### src/rtl/brres_pkg.sv
package brres_pkg;

  // Strobes from the control decode to the address datapath
  typedef struct packed {
    logic takeBranch;  // branch goes this cycle
    logic useStorage;  // storage form: base + index + displacement
    logic zeroBase;    // base field names register zero
    logic zeroIndex;   // index field names register zero
  } ctlStrobes_t;

endpackage

### src/rtl/brres_ctrl.sv
module brres_ctrl
  import brres_pkg::*;
#(
  parameter int CC_W   = 2,
  parameter int RNUM_W = 4
) (
  input  logic [CC_W-1:0]        ccIn,
  input  logic [(1<<CC_W)-1:0]   maskIn,
  input  logic                   formSel,
  input  logic [RNUM_W-1:0]      rsNum,
  input  logic [RNUM_W-1:0]      rxNum,
  output ctlStrobes_t            strobes
);

  localparam int MASK_W = 1 << CC_W;

  logic [MASK_W-1:0] hitVec;
  logic              condMet;
  logic              rsIsZero;
  logic              rxIsZero;

  // Each mask bit, counted from the left, pairs with one code value
  for (genvar i = 0; i < MASK_W; i++) begin : g_hit
    assign hitVec[i] = maskIn[MASK_W-1-i] && (ccIn == CC_W'(i));
  end

  assign condMet  = |hitVec;
  assign rsIsZero = (rsNum == '0);
  assign rxIsZero = (rxNum == '0);

  always_comb begin
    strobes            = '0;
    strobes.useStorage = formSel;
    strobes.zeroBase   = rsIsZero;
    strobes.zeroIndex  = rxIsZero;
    if (formSel) begin
      strobes.takeBranch = condMet;
    end else begin
      // register form: register field zero suppresses the branch
      strobes.takeBranch = condMet && !rsIsZero;
    end
  end

endmodule

### src/rtl/brres_dpath.sv
module brres_dpath
  import brres_pkg::*;
#(
  parameter int ADDR_W = 24,
  parameter int DISP_W = 12
) (
  input  logic              clk,
  input  logic              rstN,
  input  ctlStrobes_t       strobes,
  input  logic [ADDR_W-1:0] rsVal,
  input  logic [ADDR_W-1:0] rxVal,
  input  logic [DISP_W-1:0] dispIn,
  input  logic [ADDR_W-1:0] seqAddr,
  output logic              takenQ,
  output logic [ADDR_W-1:0] nextAddrQ
);

  localparam int N_OPND = 2;
  localparam int PAD_W  = ADDR_W - DISP_W;

  logic [ADDR_W-1:0] opndRaw  [N_OPND];
  logic [N_OPND-1:0] opndZero;
  logic [ADDR_W-1:0] opndEff  [N_OPND];
  logic [ADDR_W-1:0] dispExt;
  logic [ADDR_W-1:0] storageTgt;
  logic [ADDR_W-1:0] branchTgt;
  logic [ADDR_W-1:0] nextAddrD;

  assign opndRaw[0] = rsVal;
  assign opndRaw[1] = rxVal;
  assign opndZero   = {strobes.zeroIndex, strobes.zeroBase};

  // Register number zero contributes nothing to the address sum
  for (genvar k = 0; k < N_OPND; k++) begin : g_opnd
    assign opndEff[k] = opndZero[k] ? '0 : opndRaw[k];
  end

  assign dispExt    = {{PAD_W{1'b0}}, dispIn};
  assign storageTgt = dispExt + opndEff[0] + opndEff[1];
  assign branchTgt  = strobes.useStorage ? storageTgt : rsVal;
  assign nextAddrD  = strobes.takeBranch ? branchTgt : seqAddr;

  always_ff @(posedge clk) begin
    if (!rstN) begin
      takenQ    <= 1'b0;
      nextAddrQ <= '0;
    end else begin
      takenQ    <= strobes.takeBranch;
      nextAddrQ <= nextAddrD;
    end
  end


  fallthru_addr_chk: assert property (@(posedge clk) disable iff (!rstN)
    !strobes.takeBranch |=> (nextAddrQ == $past(seqAddr)));


  reg_form_tgt_chk: assert property (@(posedge clk) disable iff (!rstN)
    (strobes.takeBranch && !strobes.useStorage) |=> (nextAddrQ == $past(rsVal)));


  reset_clear_chk: assert property (@(posedge clk)
    !rstN |=> (!takenQ && nextAddrQ == '0));

endmodule

### src/rtl/branch_resolver.sv
module branch_resolver
  import brres_pkg::*;
#(
  parameter int CC_W   = 2,
  parameter int RNUM_W = 4,
  parameter int ADDR_W = 24,
  parameter int DISP_W = 12
) (
  input  logic                 clk,
  input  logic                 rstN,
  input  logic [CC_W-1:0]      ccIn,
  input  logic [(1<<CC_W)-1:0] maskIn,
  input  logic                 formSel,
  input  logic [RNUM_W-1:0]    rsNum,
  input  logic [ADDR_W-1:0]    rsVal,
  input  logic [RNUM_W-1:0]    rxNum,
  input  logic [ADDR_W-1:0]    rxVal,
  input  logic [DISP_W-1:0]    dispIn,
  input  logic [ADDR_W-1:0]    seqAddr,
  output logic                 taken,
  output logic [ADDR_W-1:0]    nextAddr
);

  localparam int MASK_W = 1 << CC_W;

  ctlStrobes_t strobes;

  brres_ctrl #(
    .CC_W   (CC_W),
    .RNUM_W (RNUM_W)
  ) u_ctrl (
    .ccIn    (ccIn),
    .maskIn  (maskIn),
    .formSel (formSel),
    .rsNum   (rsNum),
    .rxNum   (rxNum),
    .strobes (strobes)
  );

  brres_dpath #(
    .ADDR_W (ADDR_W),
    .DISP_W (DISP_W)
  ) u_dpath (
    .clk       (clk),
    .rstN      (rstN),
    .strobes   (strobes),
    .rsVal     (rsVal),
    .rxVal     (rxVal),
    .dispIn    (dispIn),
    .seqAddr   (seqAddr),
    .takenQ    (taken),
    .nextAddrQ (nextAddr)
  );


  never_mask_chk: assert property (@(posedge clk) disable iff (!rstN)
    (maskIn == '0) |=> !taken);


  always_mask_chk: assert property (@(posedge clk) disable iff (!rstN)
    ((maskIn == '1) && formSel) |=> taken);


  reg_zero_chk: assert property (@(posedge clk) disable iff (!rstN)
    (!formSel && rsNum == '0) |=> (!taken && nextAddr == $past(seqAddr)));


  code_hit_chk: assert property (@(posedge clk) disable iff (!rstN)
    (formSel && maskIn[MASK_W-1-int'(ccIn)]) |=> taken);

endmodule

### config.mk
export PLATFORM = sky130hd
export DESIGN_NAME = branch_resolver
export DESIGN_NICKNAME = d
export VERILOG_FILES = /design/src/rtl/brres_pkg.sv /design/src/rtl/brres_ctrl.sv /design/src/rtl/brres_dpath.sv /design/src/rtl/branch_resolver.sv
export SDC_FILE = /design/constraint.sdc
export NUM_CORES = 1
export LEC_CHECK = 0
export BUFFER_PORTS_ARGS = -buffer_cell sky130_fd_sc_hd__buf_2
export CELL_PAD_IN_SITES_DETAIL_PLACEMENT = 1
export CELL_PAD_IN_SITES_GLOBAL_PLACEMENT = 2
export CORE_UTILIZATION = 30
export DETAILED_ROUTE_END_ITERATION = 8
export PLACE_DENSITY_LB_ADDON = 0.25
export SLEW_MARGIN = 30
export SYNTH_ARGS = -nofsm -noshare
export SYNTH_HDL_FRONTEND = slang
export SYNTH_SLANG_ARGS = --single-unit
### constraint.sdc
create_clock -name clk -period 8.83 [get_ports clk]
set_input_delay 0.4415 -clock clk [delete_from_list [all_inputs] [get_ports clk]]
set_output_delay 0.4415 -clock clk [all_outputs]
set_load 0.02 [all_outputs]
==> out/qor_table.md, run 1 <==
| Metric | Reported |
| --- | --- |
| Top cell type's share of synthesized area | 0.1527 |
| Dominant synthesized flop cell | dfxtp_1 |
| Number of H-tree levels | 1 |
| Portion of total power attributed to sequential cells | 0.246 |
| Switching power of the nets | 245.3 uW |
| Number of global-route vias before repair | 3778 |
| Synthesis-stage register bit count | 25 |
| Average wire per cell in the routed design | 18.42 um |
| Die Height | 106.5 um |
| Via count of the routed design | 3610 |
| Synth Net Count | 566 |
| Number of warnings issued by yosys | 0 |
| Per-instance average area after synthesis | 7.821 um^2 |
| Share of total power in combinational logic | 0.605 |
| Worst endpoint data arrival time | 4130 ps |
| Max Freq | 255.9 MHz |
| Sequential-to-total area share from yosys stat | 0.1527 |
| Initial cell density of the core | 0.3132 |
| Critical path buffer and inverter count | 2 |
| Final period util | 0.4426 |
| Gr busiest metal | met2 |
| Dominant cell by count in the synthesized netlist | nor2_1 |
| Number of buffers on the longest clock path | 2 |
| Clock tree from TritonCTS | yes |
| Post_cts resized | 0 |
| Final max-slew violation count | 0 |
| Clock group share of total power | 0.150 |
| Global routing met3 resource utilization | 0.02943 |
| CP delay by family, top | simple AND/OR/NAND/NOR gates |
| Share of synthesized area spent on multiplexers | 0.03207 |
| Count of input and output buffers | 125 |
| Share of cells above drive strength 1 | 0.2713 |
| Layout Nets | 675 |
| Cell count of the worst hold path | 3 |
| Final setup fails | 0 |
| Critical Path Source Type | primary input |
| Hold crit path type | in -> reg |
| Top cell type by total area after synthesis | dfxtp_1 |
| VDD IR max | 50.18 uV |
| ANT cells | 0 |
| Core area | 0.01046 mm^2 |
| Setup CP Type | in -> reg |
| Post-synthesis async set-or-reset flop share | 0 |
| Critical Path Fanout Max | 37 |
| Hold Crit Start | seqAddr[3] |
| Transition time at the pin with the least slew margin | 764.0 ps |
| ANT nets after route | 0 |
| Number of CTS-inserted buffers | 3 |
| DR iter-0 viols | 135 |
| Final critical delay including setup and external delays | 3908 ps |
| Initial antenna violation count | 0 |
| Met2 capacity usage during global routing | 0.3678 |
| Post-detailed-route via-to-cell ratio | 5.445 |
| CTS Sinks | 25 |
| Power Density | 132.0 mW/mm^2 |
| Setup_tns | 0 ps |
| Number of max-cap violations | 0 |
| Number of distinct library cells after synthesis | 61 |
| Simple-Gate Fraction of Synth Area | 0.2371 |
| Internal | 290.5 uW |
| Post-Syn Instances | 419 |
| Most frequent cells after synthesis | 38 x nor2_1, 35 x a21oi_1, 33 x ha_1 |
| Total overflow reported by the global router | 0 |
| Area fraction in compound gates after synthesis | 0.2879 |
| Number of enable flip-flop cells after synthesis | 0 |
| Fraction of met1 tracks used by global routing | 0.2980 |
| Sw Share | 0.4579 |
| Post-synthesis share of cell area spent on xor and xnor gates | 0.03475 |
| Utilization after layout | 0.3881 |
| Category of the worst setup path capture point | flop |
| Total count of hold-check failures in the final report | 0 |
| WHS Endpoint | u_dpath.nextAddrQ[3]$_SDFF_PN0_ |
| Crit path largest cell delay | 520 ps |
| Post-detailed-placement half-perimeter wirelength | 9548 um |
| Area share of fa/ha/maj cells after synthesis | 0.2054 |
| Maximum number of pins on one net before global-route repair | 38 |
| Number of primary I/O pins | 126 |
| Outcome | finished clean |
| Clk slew on worst S/H paths | 110 ps |
| Critical Path RT | 9050 ps |
| Wire length after detailed routing | 12210 um |
| Area contributors post-synth | dfxtp_1 15%, ha_1 13%, fa_1 7.9%, a21oi_1 5.3%, and2_1 5.0% |
| Drt drc | 0 |
| Die X | 106.5 um |
| CTS Root Buffer Type | clkbuf_8 |
| Iteration count of the initial detailed-routing pass | 4 |
| Rows | 37 |
| Static Leak | 1.890 nW |
| Number of buffers inserted by hold repair at cts | 0 |
| Global-route wire length before repair | 19470 um |
| Final estimated routing congestion in global placement | 0.8202 |
| Main combinational cell family by area after synthesis | compound AO/OA/AOI/OAI gates |
| Post-synthesis cell area | 0.003277 mm^2 |
| Floorplan die area | 0.01135 mm^2 |
| Tightest slew margin relative to the limit | 0.4907 |
| All-layer global routing usage | 0.2168 |
| RSZ-0062 raised after global routing | no |
| Area growth from synthesis to layout | 23.90% |
| Slowest-stage cell, CP | or4_1 |
| Post-CTS setup buffer count | 0 |
| Chain of cells forming the critical path | buf_2, or4_1, buf_4, and2_1, fa_1, ha_1, a21oi_1, nor2_1, or4_4, o221ai_1, mux2_2, a31oi_1 |
how the worst max path moves through the flow:
stage	end	depth (start not counted)	from
after CTS	u_dpath.nextAddrQ[18]$_SDFF_PN0_	12	rsNum[3]
final	u_dpath.nextAddrQ[18]$_SDFF_PN0_	12	rsNum[3]
after global routing	u_dpath.nextAddrQ[18]$_SDFF_PN0_	12	rsNum[3]
after global placement	u_dpath.nextAddrQ[18]$_SDFF_PN0_	12	rsNum[3]
after detailed placement	u_dpath.nextAddrQ[21]$_SDFF_PN0_	14	rsNum[3]
after floorplan	u_dpath.nextAddrQ[18]$_SDFF_PN0_	13	rsNum[3]
power by group through the flow:
stage | clock network [mW] | logic [mW] | registers [mW]
after floorplan | 0 | 0.205 | 0.153
after global placement | 0 | 0.318 | 0.134
after detailed placement | 0 | 0.323 | 0.135
after CTS | 0.0836 | 0.325 | 0.132
after global routing | 0.0872 | 0.360 | 0.133
final | 0.0801 | 0.324 | 0.132
cells in the final DEF, fill, tap and decap left out, types with 4 or more instances in the layout:
cell type	count
nor2_1	38
a21oi_1	35
nor3_1	10
o22a_1	7
a22oi_1	7
xor2_1	6
buf_4	4
mux2i_1	6
nand4_1	4
o221ai_1	12
inv_1	15
a31oi_1	7
and2_1	26
o21ai_0	16
a21o_1	5
nand2_1	25
xnor2_1	7
nor2b_1	23
dfxtp_1	25
nand3_1	4
buf_2	125
fa_1	13
ha_1	33
o21a_1	8
a211oi_1	9
logic make-up (layout without fill, tap and decap cells):
kind of cell / count (synthesis) / in the layout
compound gates: 136 / 136
xor+xnor: 13 / 13
flops: 25 / 25
mux: 9 / 9
simple gates: 149 / 149
fa+ha+maj: 46 / 46
buf+inv: 41 / 149
routing by layer:
layer | wire length (um) | up-vias | part of all wire
met4 | 98 | 0 | 0.0080
met1 | 5824 | 1709 | 0.48
li1 | - | 1764 | -
met5 | 0 | - | 0
met3 | 830 | 7 | 0.068
met2 | 5461 | 130 | 0.45
layout make-up:
type,instances,area (um^2)
Fill cell,1350,6402
Sequential cell,25,500.5
Multi-Input combinational cell,353,2625
Inverter,16,60.06
Clock buffer,3,41.29
Clock inverter,1,7.507
Tap cell,136,170.2
Timing Repair Buffer,129,655.6
through the flow:
stage / area [um^2] / setup WS (ps) / power [mW] / instances / hold WS [ps]
after floorplan: 3277 / 4808 / 0.3573 / 419 / 590.7
after global placement: 4011 / 4756 / 0.4521 / 659 / 737.0
after detailed placement: 4011 / 4687 / 0.4578 / 659 / 746.4
after CTS: 4060 / 4959 / 0.5407 / 663 / 419.9
after global routing: 4060 / 4708 / 0.5804 / 663 / 429.1
final: 4060 / 4922 / 0.5358 / 663 / 428.2
registers in the layout, summed over array words and instances, names as in the netlist:
| name | flops |
|---|---|
| u_dpath.nextAddrQ | 24 |
| u_dpath.takenQ | 1 |
tightest hold or removal path: cells and delay by family:
| kind | cells | cell delay (ps) |
|---|---|---|
| buffers and inverters | 1 | 100 |
| and+or+nand+nor | 1 | 90 |
| AOI/OAI and AO/OA | 1 | 50 |
Note: power is estimated with default switching activity, not from simulation.
==> inputs of run 2 (changes only) <==
ABC_AREA = 1   (was unset)
CORE_UTILIZATION = 22   (was 30)
clock period = 3.1 ns   (was 8.83 ns; I/O delays follow)
==> run 2 against run 1 <==
Net effect: sequential share of layout area is 1.2 points lower; synthesized cell count increased by 47%; worst setup slack worse by 4600 ps; clock-buffer cell count is 1 higher; via count grew 14%; synthesized area grew 7.6%; sequential power grew to 2.8 times the previous value; global-route usage is 4.6 points lower; critical endpoint is now u_dpath.nextAddrQ[17]$_SDFF_PN0_; largest cell class unchanged.
==> out/qor_table.md, run 2 <==
| Metric | Reported |
| --- | --- |
| Outcome | finished clean |
| Critical Path Source Type | primary input |
| Transition time at the pin with the least slew margin | 905.3 ps |
| Post-synthesis async set-or-reset flop share | 0 |
| DR iter-0 viols | 117 |
| Most frequent cells after synthesis | 180 x nand2_1, 124 x inv_1, 80 x nor2_1 |
| Critical Path RT | 3220 ps |
| Area growth from synthesis to layout | 27.81% |
| CTS Root Buffer Type | clkbuf_16 |
| Final period util | 0.8998 |
| Area contributors post-synth | nand2_1 19%, dfxtp_1 14%, inv_1 13%, ha_1 12%, nor2_1 8.5% |
| RSZ-0062 raised after global routing | no |
| Flip-flop count of the largest register, all copies and words added | 24 |
| Most used cells in the layout excluding fill and tap cells | 180 x nand2_1, 125 x buf_2, 122 x inv_1, 80 x nor2_1, 53 x a21oi_1 |
| Number of warnings issued by yosys | 0 |
| Slowest-stage cell, CP | fa_1 |
| Core area | 0.01543 mm^2 |
| Registers with the highest flip-flop counts | u_dpath.nextAddrQ (24), u_dpath.takenQ (1) |
| Tightest slew margin relative to the limit | 0.3927 |
| Critical Path Fanout Max | 4 |
| VDD IR max | 184.9 uV |
| Minimum setup slack after placement | 7.272 ps |
| Maximum number of pins on one net before global-route repair | 30 |
| Synthesis-stage register bit count | 25 |
| Post-synthesis cell area | 0.003527 mm^2 |
| Post_cts resized | 0 |
| Number of H-tree levels | 1 |
| Floorplan die area | 0.01654 mm^2 |
| Die X | 128.6 um |
| Post-detailed-route via-to-cell ratio | 4.345 |
| Share of cells above drive strength 1 | 0.2136 |
| Clock tree from TritonCTS | yes |
| Sequential-to-total area share from yosys stat | 0.1419 |
| Dominant cell by count in the synthesized netlist | nand2_1 |
| Number of CTS-inserted buffers | 3 |
| Initial cell density of the core | 0.2286 |
| ANT cells | 0 |
| Worst Setup Slack, final | 310.7 ps |
| Final estimated routing congestion in global placement | 0.8296 |
| Setup_tns | 0 ps |
| Number of buffers on the longest clock path | 2 |
| Count of input and output buffers | 125 |
| Average wire per cell in the routed design | 14.51 um |
| Via count of the routed design | 4110 |
| Per-instance average area after synthesis | 5.745 um^2 |
| Top cell type by total area after synthesis | nand2_1 |
| Drt drc | 0 |
| Utilization after layout | 0.2922 |
| Number of primary I/O pins | 126 |
| Setup CP Type | in -> reg |
| Number of distinct library cells after synthesis | 31 |
| Global-route wire length before repair | 21970 um |
| Layout Nets | 883 |
| Dominant synthesized flop cell | dfxtp_1 |
| Iteration count of the initial detailed-routing pass | 4 |
| Number of max-cap violations | 0 |
| Chain of cells forming the critical path | buf_2, nor2_1, nand2_1, inv_1, nor2_1, fa_1, ha_1, inv_1, fa_1, inv_1, nand3_1, nand3_1, nand2_1, nand2_2, nand3b_1, nand3_1, nand3_1, nand2_1, a21oi_1 |
| Final max-slew violation count | 0 |
| Top cell type's share of synthesized area | 0.1916 |
| Total overflow reported by the global router | 0 |
| Largest register by flop count | u_dpath.nextAddrQ |
| Clk slew on worst S/H paths | 80 ps |
| Initial antenna violation count | 0 |
| Number of enable flip-flop cells after synthesis | 0 |
| Most frequent standard cell in the layout excluding fill and tap cells | nand2_1 |
| Die Height | 128.6 um |
| Synth Net Count | 761 |
| Crit path largest cell delay | 510 ps |
| Post-detailed-placement half-perimeter wirelength | 11730 um |
| Static Leak | 2.658 nW |
| Post-CTS setup buffer count | 0 |
| Post-Syn Instances | 614 |
| CTS Sinks | 25 |
| Power Density | 383.6 mW/mm^2 |
| All-layer global routing usage | 0.1706 |
| Number of buffers inserted by hold repair at cts | 0 |
| Wire length after detailed routing | 13720 um |
| Top cell by count, worst path | nand3_1 |
| Rows | 45 |
| Max Freq | 358.5 MHz |
| Hold crit path type | in -> reg |
| Worst endpoint data arrival time | 2910 ps |
| Number of global-route vias before repair | 4381 |
| Final setup fails | 0 |
| ANT nets after route | 0 |
| Final critical delay including setup and external delays | 2789 ps |
| Total count of hold-check failures in the final report | 0 |
| Category of the worst setup path capture point | flop |
-- run 2: area by class of cell --
type	count	area [um^2]
Fill cell	2072	10920
Inverter	125	469.2
Timing Repair Buffer	133	710.7
Clock buffer	4	78.83
Sequential cell	25	500.5
Multi-Input combinational cell	448	2485
Tap cell	211	264.0
-- run 2: final timing paths --
path                  startpoint                          endpoint  depth (start not counted)  slack (ps)
worst max-delay path    rxNum[3]  u_dpath.nextAddrQ[17]$_SDFF_PN0_                         19         310
worst min-delay path  seqAddr[1]   u_dpath.nextAddrQ[1]$_SDFF_PN0_                          3         120
-- run 2: logic make-up (layout without fill, tap and decap cells) --
group           after synthesis  count (layout)  synth area share
xor+xnor                      6               6           0.01490
buf+inv                     141             262            0.1557
compound gates               78              78            0.1220
flops                        25              25            0.1419
fa+ha+maj                    46              46            0.1908
simple gates                318             318            0.3746
-- run 2: layer usage --
metal / vias up / global-route usage / part of all wire
li1: 2113 / - / -
met1: 1920 / 0.2332 / 0.50
met2: 71 / 0.2983 / 0.46
met3: 6 / 0.01081 / 0.034
met4: 0 / 0.02768 / 0.0069
met5: - / 0 / 0
-- run 2: where the power goes --
group          switching [mW]  internal, mW  leakage [nW]
Clock                   0.137         0.177        0.0382
Sequential             0.0109         0.357         0.208
Combinational           0.673         0.375          2.41
-- run 2: critical path, delay by kind of cell --
family          cells  cell delay (ps)
compound gates      1               60
buf+inv             4              480
fa+ha+maj           3             1140
simple gates       11             1070
-- run 2: stage by stage --
step / power (mW) / instance area (um^2) / cells / hold slack (ps)
global placement: 1.420 / 4429 / 942 / 398.1
global route: 1.906 / 4508 / 946 / 133.0
detailed placement: 1.435 / 4429 / 942 / 409.3
CTS: 1.759 / 4508 / 946 / 120.1
floorplan: 1.088 / 3527 / 614 / 282.0
finish: 1.729 / 4508 / 946 / 121.6
